[src/rtl/desc_ring_ctl_pkg.sv]
package desc_ring_ctl_pkg;

    localparam int REG_AW = 5;

    // register offsets
    localparam logic [REG_AW-1:0] OFS_BASE_LO = 5'h00;
    localparam logic [REG_AW-1:0] OFS_BASE_HI = 5'h04;
    localparam logic [REG_AW-1:0] OFS_CTRL    = 5'h08;
    localparam logic [REG_AW-1:0] OFS_STAT    = 5'h0C;
    localparam logic [REG_AW-1:0] OFS_SIZE    = 5'h10;

    // bit positions that software decodes
    localparam int CTRL_RUN_BIT  = 0;
    localparam int CTRL_EIE_BIT  = 4;
    localparam int PTR_FIELD_LSB = 16;
    localparam int STAT_BUSY_BIT = 0;
    localparam int STAT_ERR_BIT  = 4;
    localparam int STAT_CMPL_BIT = 5;

    typedef enum logic {
        WALK_IDLE = 1'b0,
        WALK_WAIT = 1'b1
    } walk_state_e;

endpackage

[src/rtl/ring_walker.sv]
module ring_walker
    import desc_ring_ctl_pkg::*;
#(
    parameter int PTR_W = 8
) (
    input  logic             clk,
    input  logic             rst_n,
    input  logic             run_i,
    input  logic [PTR_W-1:0] head_i,
    input  logic [PTR_W-1:0] last_idx_i,
    input  logic             done_i,
    input  logic             fail_i,
    input  logic             want_irq_i,
    input  logic             stop_on_err_i,
    output logic             issue_o,
    output logic [PTR_W-1:0] tail_o,
    output logic             busy_o,
    output logic             halt_o,
    output logic             cmpl_evt_o,
    output logic             fail_evt_o
);

    typedef struct packed {
        walk_state_e      state;
        logic [PTR_W-1:0] tail;
        logic             issue;
    } walk_t;

    walk_t            w_d, w_q;
    logic [PTR_W-1:0] tail_next;
    logic             halt_d;
    logic             cmpl_d;
    logic             fail_d;

    always_comb begin
        tail_next = (w_q.tail == last_idx_i) ? '0 : w_q.tail + 1'b1;
        w_d       = w_q;
        w_d.issue = 1'b0;
        halt_d    = 1'b0;
        cmpl_d    = 1'b0;
        fail_d    = 1'b0;
        unique case (w_q.state)
            WALK_IDLE: begin
                if (run_i && (w_q.tail != head_i)) begin
                    w_d.state = WALK_WAIT;
                    w_d.issue = 1'b1;
                end
            end
            WALK_WAIT: begin
                if (done_i) begin
                    cmpl_d = want_irq_i;
                    fail_d = fail_i;
                    if (fail_i && stop_on_err_i) begin
                        halt_d    = 1'b1;
                        w_d.state = WALK_IDLE;
                    end else begin
                        w_d.tail = tail_next;
                        if (run_i && (tail_next != head_i)) begin
                            w_d.issue = 1'b1;
                        end else begin
                            w_d.state = WALK_IDLE;
                        end
                    end
                end
            end
            default: w_d.state = WALK_IDLE;
        endcase
    end

    always_ff @(posedge clk or negedge rst_n) begin
        if (!rst_n) begin
            w_q <= '{state: WALK_IDLE, tail: '0, issue: 1'b0};
        end else begin
            w_q <= w_d;
        end
    end

    assign issue_o    = w_q.issue;
    assign tail_o     = w_q.tail;
    assign busy_o     = (w_q.state == WALK_WAIT);
    assign halt_o     = halt_d;
    assign cmpl_evt_o = cmpl_d;
    assign fail_evt_o = fail_d;

    // the tail only moves after a done accepted while running
    assert_tail_moves_on_done_R6: assert property (@(posedge clk) disable iff (!rst_n)
        (w_q.tail != $past(w_q.tail)) |-> ($past(done_i) && $past(w_q.state == WALK_WAIT)));

    // a halting failure freezes the tail and drops to idle
    assert_halt_freezes_tail_R10: assert property (@(posedge clk) disable iff (!rst_n)
        (w_q.state == WALK_WAIT && done_i && fail_i && stop_on_err_i)
            |=> (w_q.tail == $past(w_q.tail) && w_q.state == WALK_IDLE));

    // a new issue only follows an idle cycle or a done, never a head write mid-run
    assert_issue_after_idle_or_done_R11: assert property (@(posedge clk) disable iff (!rst_n)
        w_q.issue |-> ($past(w_q.state == WALK_IDLE) || $past(done_i)));

    // done while idle leaves the tail alone
    assert_idle_done_ignored_R12: assert property (@(posedge clk) disable iff (!rst_n)
        (w_q.state == WALK_IDLE && done_i) |=> (w_q.tail == $past(w_q.tail)));

endmodule

[src/rtl/ring_regs.sv]
module ring_regs
    import desc_ring_ctl_pkg::*;
#(
    parameter int PTR_W  = 8,
    parameter int DATA_W = 32,
    parameter int ADDR_W = 64
) (
    input  logic              clk,
    input  logic              rst_n,
    input  logic              wr_en_i,
    input  logic [REG_AW-1:0] addr_i,
    input  logic [DATA_W-1:0] wdata_i,
    output logic [DATA_W-1:0] rdata_o,
    input  logic              busy_i,
    input  logic [PTR_W-1:0]  tail_i,
    input  logic              halt_i,
    input  logic              cmpl_evt_i,
    input  logic              fail_evt_i,
    output logic              run_o,
    output logic [PTR_W-1:0]  head_o,
    output logic [PTR_W-1:0]  last_idx_o,
    output logic [ADDR_W-1:0] base_o,
    output logic              irq_o
);

    localparam int HI_W = ADDR_W - DATA_W;

    typedef struct packed {
        logic              run;
        logic              eie;
        logic [PTR_W-1:0]  head;
        logic [PTR_W-1:0]  last_idx;
        logic [ADDR_W-1:0] base;
        logic              cmpl;
        logic              err;
    } regs_t;

    regs_t r_d, r_q;

    always_comb begin
        r_d = r_q;
        if (wr_en_i) begin
            unique case (addr_i)
                OFS_BASE_LO: r_d.base[DATA_W-1:0] = wdata_i;
                OFS_BASE_HI: r_d.base[ADDR_W-1:DATA_W] = wdata_i[HI_W-1:0];
                OFS_CTRL: begin
                    r_d.run  = wdata_i[CTRL_RUN_BIT];
                    r_d.eie  = wdata_i[CTRL_EIE_BIT];
                    r_d.head = wdata_i[PTR_FIELD_LSB +: PTR_W];
                end
                OFS_STAT: begin
                    if (wdata_i[STAT_CMPL_BIT]) r_d.cmpl = 1'b0;
                    if (wdata_i[STAT_ERR_BIT])  r_d.err  = 1'b0;
                end
                OFS_SIZE: r_d.last_idx = wdata_i[PTR_W-1:0];
                default: ;
            endcase
        end
        // hardware events win over a same-cycle software write
        if (cmpl_evt_i)              r_d.cmpl = 1'b1;
        if (fail_evt_i && r_q.eie)   r_d.err  = 1'b1;
        if (halt_i)                  r_d.run  = 1'b0;
    end

    always_ff @(posedge clk or negedge rst_n) begin
        if (!rst_n) begin
            r_q <= '0;
        end else begin
            r_q <= r_d;
        end
    end

    always_comb begin
        rdata_o = '0;
        unique case (addr_i)
            OFS_BASE_LO: rdata_o = r_q.base[DATA_W-1:0];
            OFS_BASE_HI: rdata_o[HI_W-1:0] = r_q.base[ADDR_W-1:DATA_W];
            OFS_CTRL: begin
                rdata_o[CTRL_RUN_BIT]              = r_q.run;
                rdata_o[CTRL_EIE_BIT]              = r_q.eie;
                rdata_o[PTR_FIELD_LSB +: PTR_W]    = r_q.head;
            end
            OFS_STAT: begin
                rdata_o[STAT_BUSY_BIT]             = busy_i;
                rdata_o[STAT_ERR_BIT]              = r_q.err;
                rdata_o[STAT_CMPL_BIT]             = r_q.cmpl;
                rdata_o[PTR_FIELD_LSB +: PTR_W]    = tail_i;
            end
            OFS_SIZE: rdata_o[PTR_W-1:0] = r_q.last_idx;
            default: rdata_o = '0;
        endcase
    end

    assign run_o      = r_q.run;
    assign head_o     = r_q.head;
    assign last_idx_o = r_q.last_idx;
    assign base_o     = r_q.base;
    assign irq_o      = r_q.cmpl | r_q.err;

    // the error flag never rises unless the enable was set
    assert_err_needs_enable_R8: assert property (@(posedge clk) disable iff (!rst_n)
        $rose(r_q.err) |-> $past(r_q.eie));

    // a write of 1 to the completion bit clears it when no new completion arrives
    assert_cmpl_w1c_R7: assert property (@(posedge clk) disable iff (!rst_n)
        (wr_en_i && addr_i == OFS_STAT && wdata_i[STAT_CMPL_BIT] && !cmpl_evt_i) |=> !r_q.cmpl);

    // a halt from the walker drops the run bit
    assert_halt_clears_run_R10: assert property (@(posedge clk) disable iff (!rst_n)
        halt_i |=> !r_q.run);

    // the interrupt line drops only after a clearing write
    assert_irq_falls_on_clear_R9: assert property (@(posedge clk) disable iff (!rst_n)
        $fell(irq_o) |-> $past(wr_en_i && addr_i == OFS_STAT));

endmodule

[src/rtl/desc_ring_ctl.sv]
module desc_ring_ctl
    import desc_ring_ctl_pkg::*;
#(
    parameter int PTR_W            = 8,
    parameter int DATA_W           = 32,
    parameter int ADDR_W           = 64,
    parameter int ENTRY_BYTES_LOG2 = 4
) (
    input  logic              clk,
    input  logic              rst_n,
    input  logic              reg_wr_en,
    input  logic [REG_AW-1:0] reg_addr,
    input  logic [DATA_W-1:0] reg_wdata,
    output logic [DATA_W-1:0] reg_rdata,
    output logic              irq,
    output logic              seq_start,
    output logic [PTR_W-1:0]  seq_index,
    output logic [ADDR_W-1:0] seq_addr,
    input  logic              seq_done,
    input  logic              seq_fail,
    input  logic              seq_want_irq,
    input  logic              seq_stop_on_err
);

    localparam int OFS_W = PTR_W + ENTRY_BYTES_LOG2;

    logic              run;
    logic [PTR_W-1:0]  head;
    logic [PTR_W-1:0]  last_idx;
    logic [ADDR_W-1:0] base;
    logic [PTR_W-1:0]  tail;
    logic              busy;
    logic              halt;
    logic              cmpl_evt;
    logic              fail_evt;
    logic [OFS_W-1:0]  entry_ofs;

    ring_regs #(
        .PTR_W (PTR_W),
        .DATA_W(DATA_W),
        .ADDR_W(ADDR_W)
    ) regs_i (
        .clk       (clk),
        .rst_n     (rst_n),
        .wr_en_i   (reg_wr_en),
        .addr_i    (reg_addr),
        .wdata_i   (reg_wdata),
        .rdata_o   (reg_rdata),
        .busy_i    (busy),
        .tail_i    (tail),
        .halt_i    (halt),
        .cmpl_evt_i(cmpl_evt),
        .fail_evt_i(fail_evt),
        .run_o     (run),
        .head_o    (head),
        .last_idx_o(last_idx),
        .base_o    (base),
        .irq_o     (irq)
    );

    ring_walker #(
        .PTR_W(PTR_W)
    ) walker_i (
        .clk          (clk),
        .rst_n        (rst_n),
        .run_i        (run),
        .head_i       (head),
        .last_idx_i   (last_idx),
        .done_i       (seq_done),
        .fail_i       (seq_fail),
        .want_irq_i   (seq_want_irq),
        .stop_on_err_i(seq_stop_on_err),
        .issue_o      (seq_start),
        .tail_o       (tail),
        .busy_o       (busy),
        .halt_o       (halt),
        .cmpl_evt_o   (cmpl_evt),
        .fail_evt_o   (fail_evt)
    );

    assign entry_ofs = {tail, {ENTRY_BYTES_LOG2{1'b0}}};
    assign seq_index = tail;
    assign seq_addr  = base + ADDR_W'(entry_ofs);

    // a start pulse lasts one cycle unless a done chains the next entry
    assert_single_pulse_R6: assert property (@(posedge clk) disable iff (!rst_n)
        (seq_start && !seq_done) |=> !seq_start);

endmodule

[config.mk]
export PLATFORM = sky130hd
export DESIGN_NAME = desc_ring_ctl
export DESIGN_NICKNAME = d
export VERILOG_FILES = /design/src/rtl/desc_ring_ctl_pkg.sv /design/src/rtl/ring_walker.sv /design/src/rtl/ring_regs.sv /design/src/rtl/desc_ring_ctl.sv
export SDC_FILE = /design/constraint.sdc
export NUM_CORES = 1
export LEC_CHECK = 0
export ABC_AREA = 1
export BUFFER_PORTS_ARGS = -buffer_cell sky130_fd_sc_hd__buf_2
export CAP_MARGIN = 5
export CORE_ASPECT_RATIO = 0.7
export CORE_MARGIN = 2
export CORE_UTILIZATION = 29
export CTS_BUF_LIST = sky130_fd_sc_hd__clkbuf_16
export DETAILED_ROUTE_END_ITERATION = 10
export SETUP_SLACK_MARGIN = 0.15
export SKIP_CTS_REPAIR_TIMING = 1
export SLEW_MARGIN = 20
export SYNTH_ARGS = -nofsm -noshare
export SYNTH_HDL_FRONTEND = slang
export SYNTH_SLANG_ARGS = --single-unit
[constraint.sdc]
create_clock -name clk -period 3.2 [get_ports clk]
set_input_delay 0.16 -clock clk [delete_from_list [all_inputs] [get_ports clk]]
set_output_delay 0.16 -clock clk [all_outputs]
set_load 0.03 [all_outputs]
## After elaboration in Yosys (flattened, before gate mapping)

Index checks and enable logic that the tools add are counted.

- Flip-flop bits (word level): 94
- Input bits: 44
- Output and inout bits: 106
- Logic and storage cells: 78

- Add/subtract/negate cells: 2
- Equal/unequal tests: 7
- Mux-type cells: 34
- Bitwise operators: 3
- Reductions and logical operators: 21

Operators with widths:

| kind | count |
|---|---|
| 84-bit 2-to-1 mux | 1 |
| 64-bit by 12-bit adder with 64-bit output | 1 |
| 32-bit 2-to-1 mux | 2 |
| 8-bit case mux with 2 select lines | 2 |
| 8-bit case mux with 4 select lines | 1 |
| 10-bit 2-to-1 mux | 2 |
| 8-bit 2-to-1 mux | 2 |
| 8-bit != test | 2 |
| 2-bit nonzero test | 8 |
| 1-bit 2-to-1 mux | 15 |
| 5-bit by 4-bit equality test with 1-bit output (second input constant) | 2 |
| 1-bit case mux with 5 select lines | 2 |
| 2-bit AND reduction | 5 |
| 9-bit 2-to-1 mux | 1 |
| 3-bit case mux with 3 select lines | 1 |
| 3-bit AND reduction | 3 |
| 8-bit by 1-bit adder with 8-bit output (second input constant) | 1 |
| 8-bit equality test | 1 |
| 2-bit case mux with 3 select lines | 1 |
| 5-bit by 3-bit equality test with 1-bit output (second input constant) | 1 |
| 5-bit equality test (second input constant) | 1 |
| 5-bit zero test | 1 |
| 1-bit logical AND | 4 |
| 1-bit case mux with 2 select lines | 2 |
| 4 further kinds | 5 |

## Depth between registers and ports, before layout

- Depth in word-level cells: 8
- Gate-level depth with buffers: 16

## Hierarchy

A second synthesis with hierarchy kept.

- Cells, all modules: 1,312
- Area, all modules: 8,330.5 um^2

By module, submodules not included:

| module | times used | cells each | area an instance (um^2) | seq. area each (um^2) |
|---|---|---|---|---|
| ring_regs | 1 | 593 | 4,663.2 | 2,102.0 |
| desc_ring_ctl | 1 | 555 | 2,596.2 | 0.0 |
| ring_walker | 1 | 164 | 1,071.0 | 250.2 |

## Worst setup path after synthesis

OpenSTA, ideal clock, no wires.

- Path kind: reg2out
- Start point: reg walker_i.w_q (netlist bit walker_i.tail_o[0])
- End point: out seq_addr[40]
- Data arrival time: 2.795 ns
- Setup slack: 0.245 ns
- Stages on the path, launching flop included: 14
- Cells stage by stage: dfrtp_1 -> ha_1 -> inv_1 -> fa_1 -> inv_1 -> nand3_1 -> nand2_2 -> a21oi_2 -> o21ai_4 -> nand2_4 -> nor2_4 -> nand3_2 -> nor2_2 -> xor2_1

- Cells in the longest elaborated chain, start to end: 1

Ends and longest elaborated chain:

| element | line | text |
|---|---|---|
| start: declaration | ring_walker.sv:29 | `walk_t w_d, w_q;` |
| start signal: assignment | ring_walker.sv:72 | `w_q <= '{state: WALK_IDLE, tail: '0, issue: 1'b0};` |
| start signal: assignment | ring_walker.sv:74 | `w_q <= w_d;` |
| 64-bit by 12-bit adder with 64-bit output | desc_ring_ctl.sv:83 | `assign seq_addr = base + ADDR_W'(entry_ofs);` |
| end: declaration | desc_ring_ctl.sv:18 | `output logic [ADDR_W-1:0] seq_addr,` |

Every way passes these cells.

## Worst setup path in the final report

- Start point: reg regs_i.r_q (netlist bit regs_i.base_o[4])
- End point: out seq_addr[40]

- Cells in the longest elaborated chain, start to end: 1

Ends and longest elaborated chain:

| element | line | text |
|---|---|---|
| start: declaration | ring_regs.sv:38 | `regs_t r_d, r_q;` |
| start signal: assignment | ring_regs.sv:69 | `r_q <= r_d;` |
| 64-bit by 12-bit adder with 64-bit output | desc_ring_ctl.sv:83 |  |

Every way passes these cells.

==> results.yml <==
routing:
  met2RoutedLength_mm: 11.3
  via_count: 7459
  routed.top_layer: "met4"
  detail_route.iter0.violations: 903
  drt-pass1-iter-count: 6
  wl_met3_mm: 3.03
  met1Wirelength_mm: 13.7
  via_per_inst: 5.06
  antenna_violating_nets_post_route: 0
  post_drt_wl_per_cell_um: 19.3
  route.detailed.drc: 0
  postRouteWirelength_mm: 28.4
setup_path:
  reg2regPathDepth: 15
  timing_worst_setup_path_type: "register to primary output"
  critical_path_depth: 14
  timing.critical_path.slowest_stage_cell: "dfrtp_1"
  timing.critical_path.to: "seq_addr[40]"
  setup.worst_path.start: "regs_i.base_o[4]"
  timing.critical_path.buf_inv: 3
  timing.critical_path.to_type: "primary output"
  critical_path_arrival_ns: 2.85
  slowest_delay_ns: 0.40
  timing.rr.end: "walker_i.issue_o"
  critical_path_cell_list: "ha_4 -> inv_4 -> fa_2 -> inv_2 -> nand3_2 -> nand2_2 -> a21oi_4 -> o21ai_4 -> nand2_4 -> nor2_4 -> nand3_2 -> nor2_4 -> xor2_1 -> buf_4"
  reg2reg_setup_slack_ns: 0.99
  critPathLaunchType: "register"
  worst-endpoint-required_ns: 3.04
  crit-reg2reg-launch: "walker_i.tail_o[0]"
  timing.critical_path.fanout_max: 5
  critical_path.top_delay_family: "simple AND/OR/NAND/NOR gates"
synth:
  postSynth.topFlopCell: "dfrtp_1"
  synth.ff_latch_count: 94
  synth-compound-area-share_pct: 14.3
  synth-edff-count: 0
  post_synth_xor_area_fraction_pct: 9.01
  netlist_area_um2: 6800
  synth.distinct_cells: 45
  synthArstFlopShare_pct: 100
  post_synth_and_or_nand_nor_area_fraction_pct: 28.7
  synth_fa_ha_area_share_pct: 1.95
  post_synth_inst_count: 993
  synth_top_family_by_area: "simple AND/OR/NAND/NOR gates"
  muxShareOfSynthArea_pct: 0
  syn-num-nets: 1047
  synth_seq_area_share_pct: 34.6
  ys_warn_count: 0
  postSynthAreaPerCell_um2: 6.85
global_routing:
  initial_antenna_violation_count: 0
  groute.usage.overall_pct: 23.0
  first_pass_grt_wire_length_mm: 42.8
  grt_max_degree: 95
  globalRouteOverflowTotal: 0
  grt_pass1_vias: 6936
run:
  maxCapViolCount: 0
cells_and_area:
  final-instance-count-excl-fill: 1474
  final_common_cell: "nand2_1"
  num_antenna_cells: 0
  nets: 1211
  nFillCells: 2488
  layout_common_cells: "256 x nand2_1, 164 x inv_1, 143 x buf_2, 105 x o21ai_0, 94 x dfrtp_1"
  drive_above_1_share_pct: 20.7
  syn2layout_area_growth_pct: 24.4
  finish.utilization_pct: 37.0
  fin_area_um2: 8470
placement:
  port_buffers: 149
  place_worst_setup_slack_ns: 0.310
  dpl-instance-area_um2: 8000
  dp_cells: 1446
  dpl.hpwl_mm: 23.0
  gp_routability_congestion: 0.970
clocking:
  clkSlewWorstSetupHoldPaths_ns: 0.07
  cts_tree: "yes"
  number_of_clock_sinks: 94
  insertion_delay_ns: 0.36
  numCtsBuffers: 9
  cts-root-buf: "clkbuf_16"
  htree_depth: 3
  maximum_count_of_clock_buffers_along_a_single_path: 2
floorplan:
  die_x_um: 187
  initial_standard_cell_utilization_of_the_core_pct: 29.8
  std_cell_rows: 46
  die_height_um: 132
  die_area_um2: 24700
  core-area_um2: 22800
  ios: 150
power_and_ir_drop:
  cellPowerDensity_nw_per_um2: 573
  leakage_uw: 0.00416
  power.ir.vdd_worst_mv: 0.288
hold_path:
  worstHoldPathType: "primary input to register"
sta:
  setup_repair_after_global_routing_missed_its_margin: "true"
  finalSetupViolations: 0
  finalHoldViolations: 0
  report.final.slew_viol_count: 0
  timing_worst_slew_pin_value_ns: 0.618
  slew_headroom_pct: 58.7
  totalNegativeSetupSlack_ns: 0
  finalClockSkew_ns: 0.00724
  achievable-frequency_mhz: 332
  post-route-period-util_pct: 94.0
  finalWorstPathRequiredPeriod_ns: 3.01
  setup_slack_ns: 0.191
outcome:
  result_of_the_run: "completed"
[flip-flops by register name (all words and copies together), names as in the netlist]
register,count
walker_i.busy_o,1
regs_i.r_q,3
regs_i.run_o,1
walker_i.tail_o,8
walker_i.issue_o,1
regs_i.head_o,8
regs_i.base_o,64
regs_i.last_idx_o,8
[metal layers]
layer,vias up,track usage [%]
li1,3503,-
met1,3536,35.7
met2,398,31.6
met3,22,5.96
met4,0,4.41
met5,-,0
[synthesized netlist by cell type (all sizes together), types with 3 or more instances]
cell type	n	area, um2
a21oi	19	106
a31oi	3	33.8
buf	8	56.3
clkbuf	25	96.3
dfrtp	94	2350
ha	9	113
inv	167	627
nand2	261	992
nand3	42	215
nand4	25	156
nor2	84	345
nor3	27	155
nor4	8	65.1
o21ai	117	608
o221ai	3	26.3
o22ai	18	113
xnor2	12	105
xor2	58	508
[stage by stage]
| stage | hold WS, ns | power [uW] |
|---|---|---|
| finish | 0.000618 | 4850 |
| global placement | 0.254 | 3630 |
| floorplan | -0.136 | 2910 |
| detailed placement | 0.252 | 3650 |
| global route | 0.00522 | 5110 |
| CTS | -0.131 | 4780 |
[how the worst min path moves through the flow]
stage | start | endpoint | slack [ns] | cells past startpoint
2_1_floorplan | rst_n | regs_i.base_o[0] | -0.14 | 0
3_3_place_gp | rst_n | regs_i.base_o[1] | 0.25 | 2
3_5_place_dp | rst_n | regs_i.base_o[2] | 0.25 | 2
4_1_cts | rst_n | regs_i.base_o[2] | -0.13 | 2
5_1_grt | seq_want_irq | regs_i.r_q[1] | 0.005 | 3
6_report | seq_want_irq | regs_i.r_q[1] | 0.0006 | 3
[worst reg2reg max path, cell delays in order, from the launching register on]
cell and delay, ns:
dfrtp_1 0.41, buf_4 0.20, inv_1 0.18, nand2_1 0.08
nand2_1 0.09, nand2_1 0.06, nor2_1 0.13, nand2_2 0.21
nand2_1 0.19, nand2_1 0.06, nand2_1 0.07, nand2_1 0.05
nor2_1 0.11, nand2_1 0.07, nand2_1 0.08, o21ai_1 0.07
[power breakdown]
group,switching (uW),internal [uW],total [uW]
combinational,1380,598,1980
clock,526,608,1130
sequential,316,1420,1740
total,2220,2630,4850
[layout make-up]
cell class	count	area, um2	share of cell area, %
clock buffer	9	225	2.66
inverter	167	629	7.43
multi-input combinational	699	3740	44.1
timing repair buffer	186	1060	12.5
clock inverter	7	73.8	0.872
tap	312	390	4.61
sequential	94	2350	27.8
[cells by family (layout without fill, tap and decap cells)]
| family | after synthesis | in the layout |
|---|---|---|
| buffers and inverters | 200 | 369 |
| AND/OR/NAND/NOR | 450 | 450 |
| AO/OA/AOI/OAI | 169 | 169 |
| XOR/XNOR | 70 | 70 |
| flip-flops | 94 | 94 |
| adder cells (fa/ha/maj) | 10 | 10 |
Note: power is estimated with default switching activity, not from simulation.
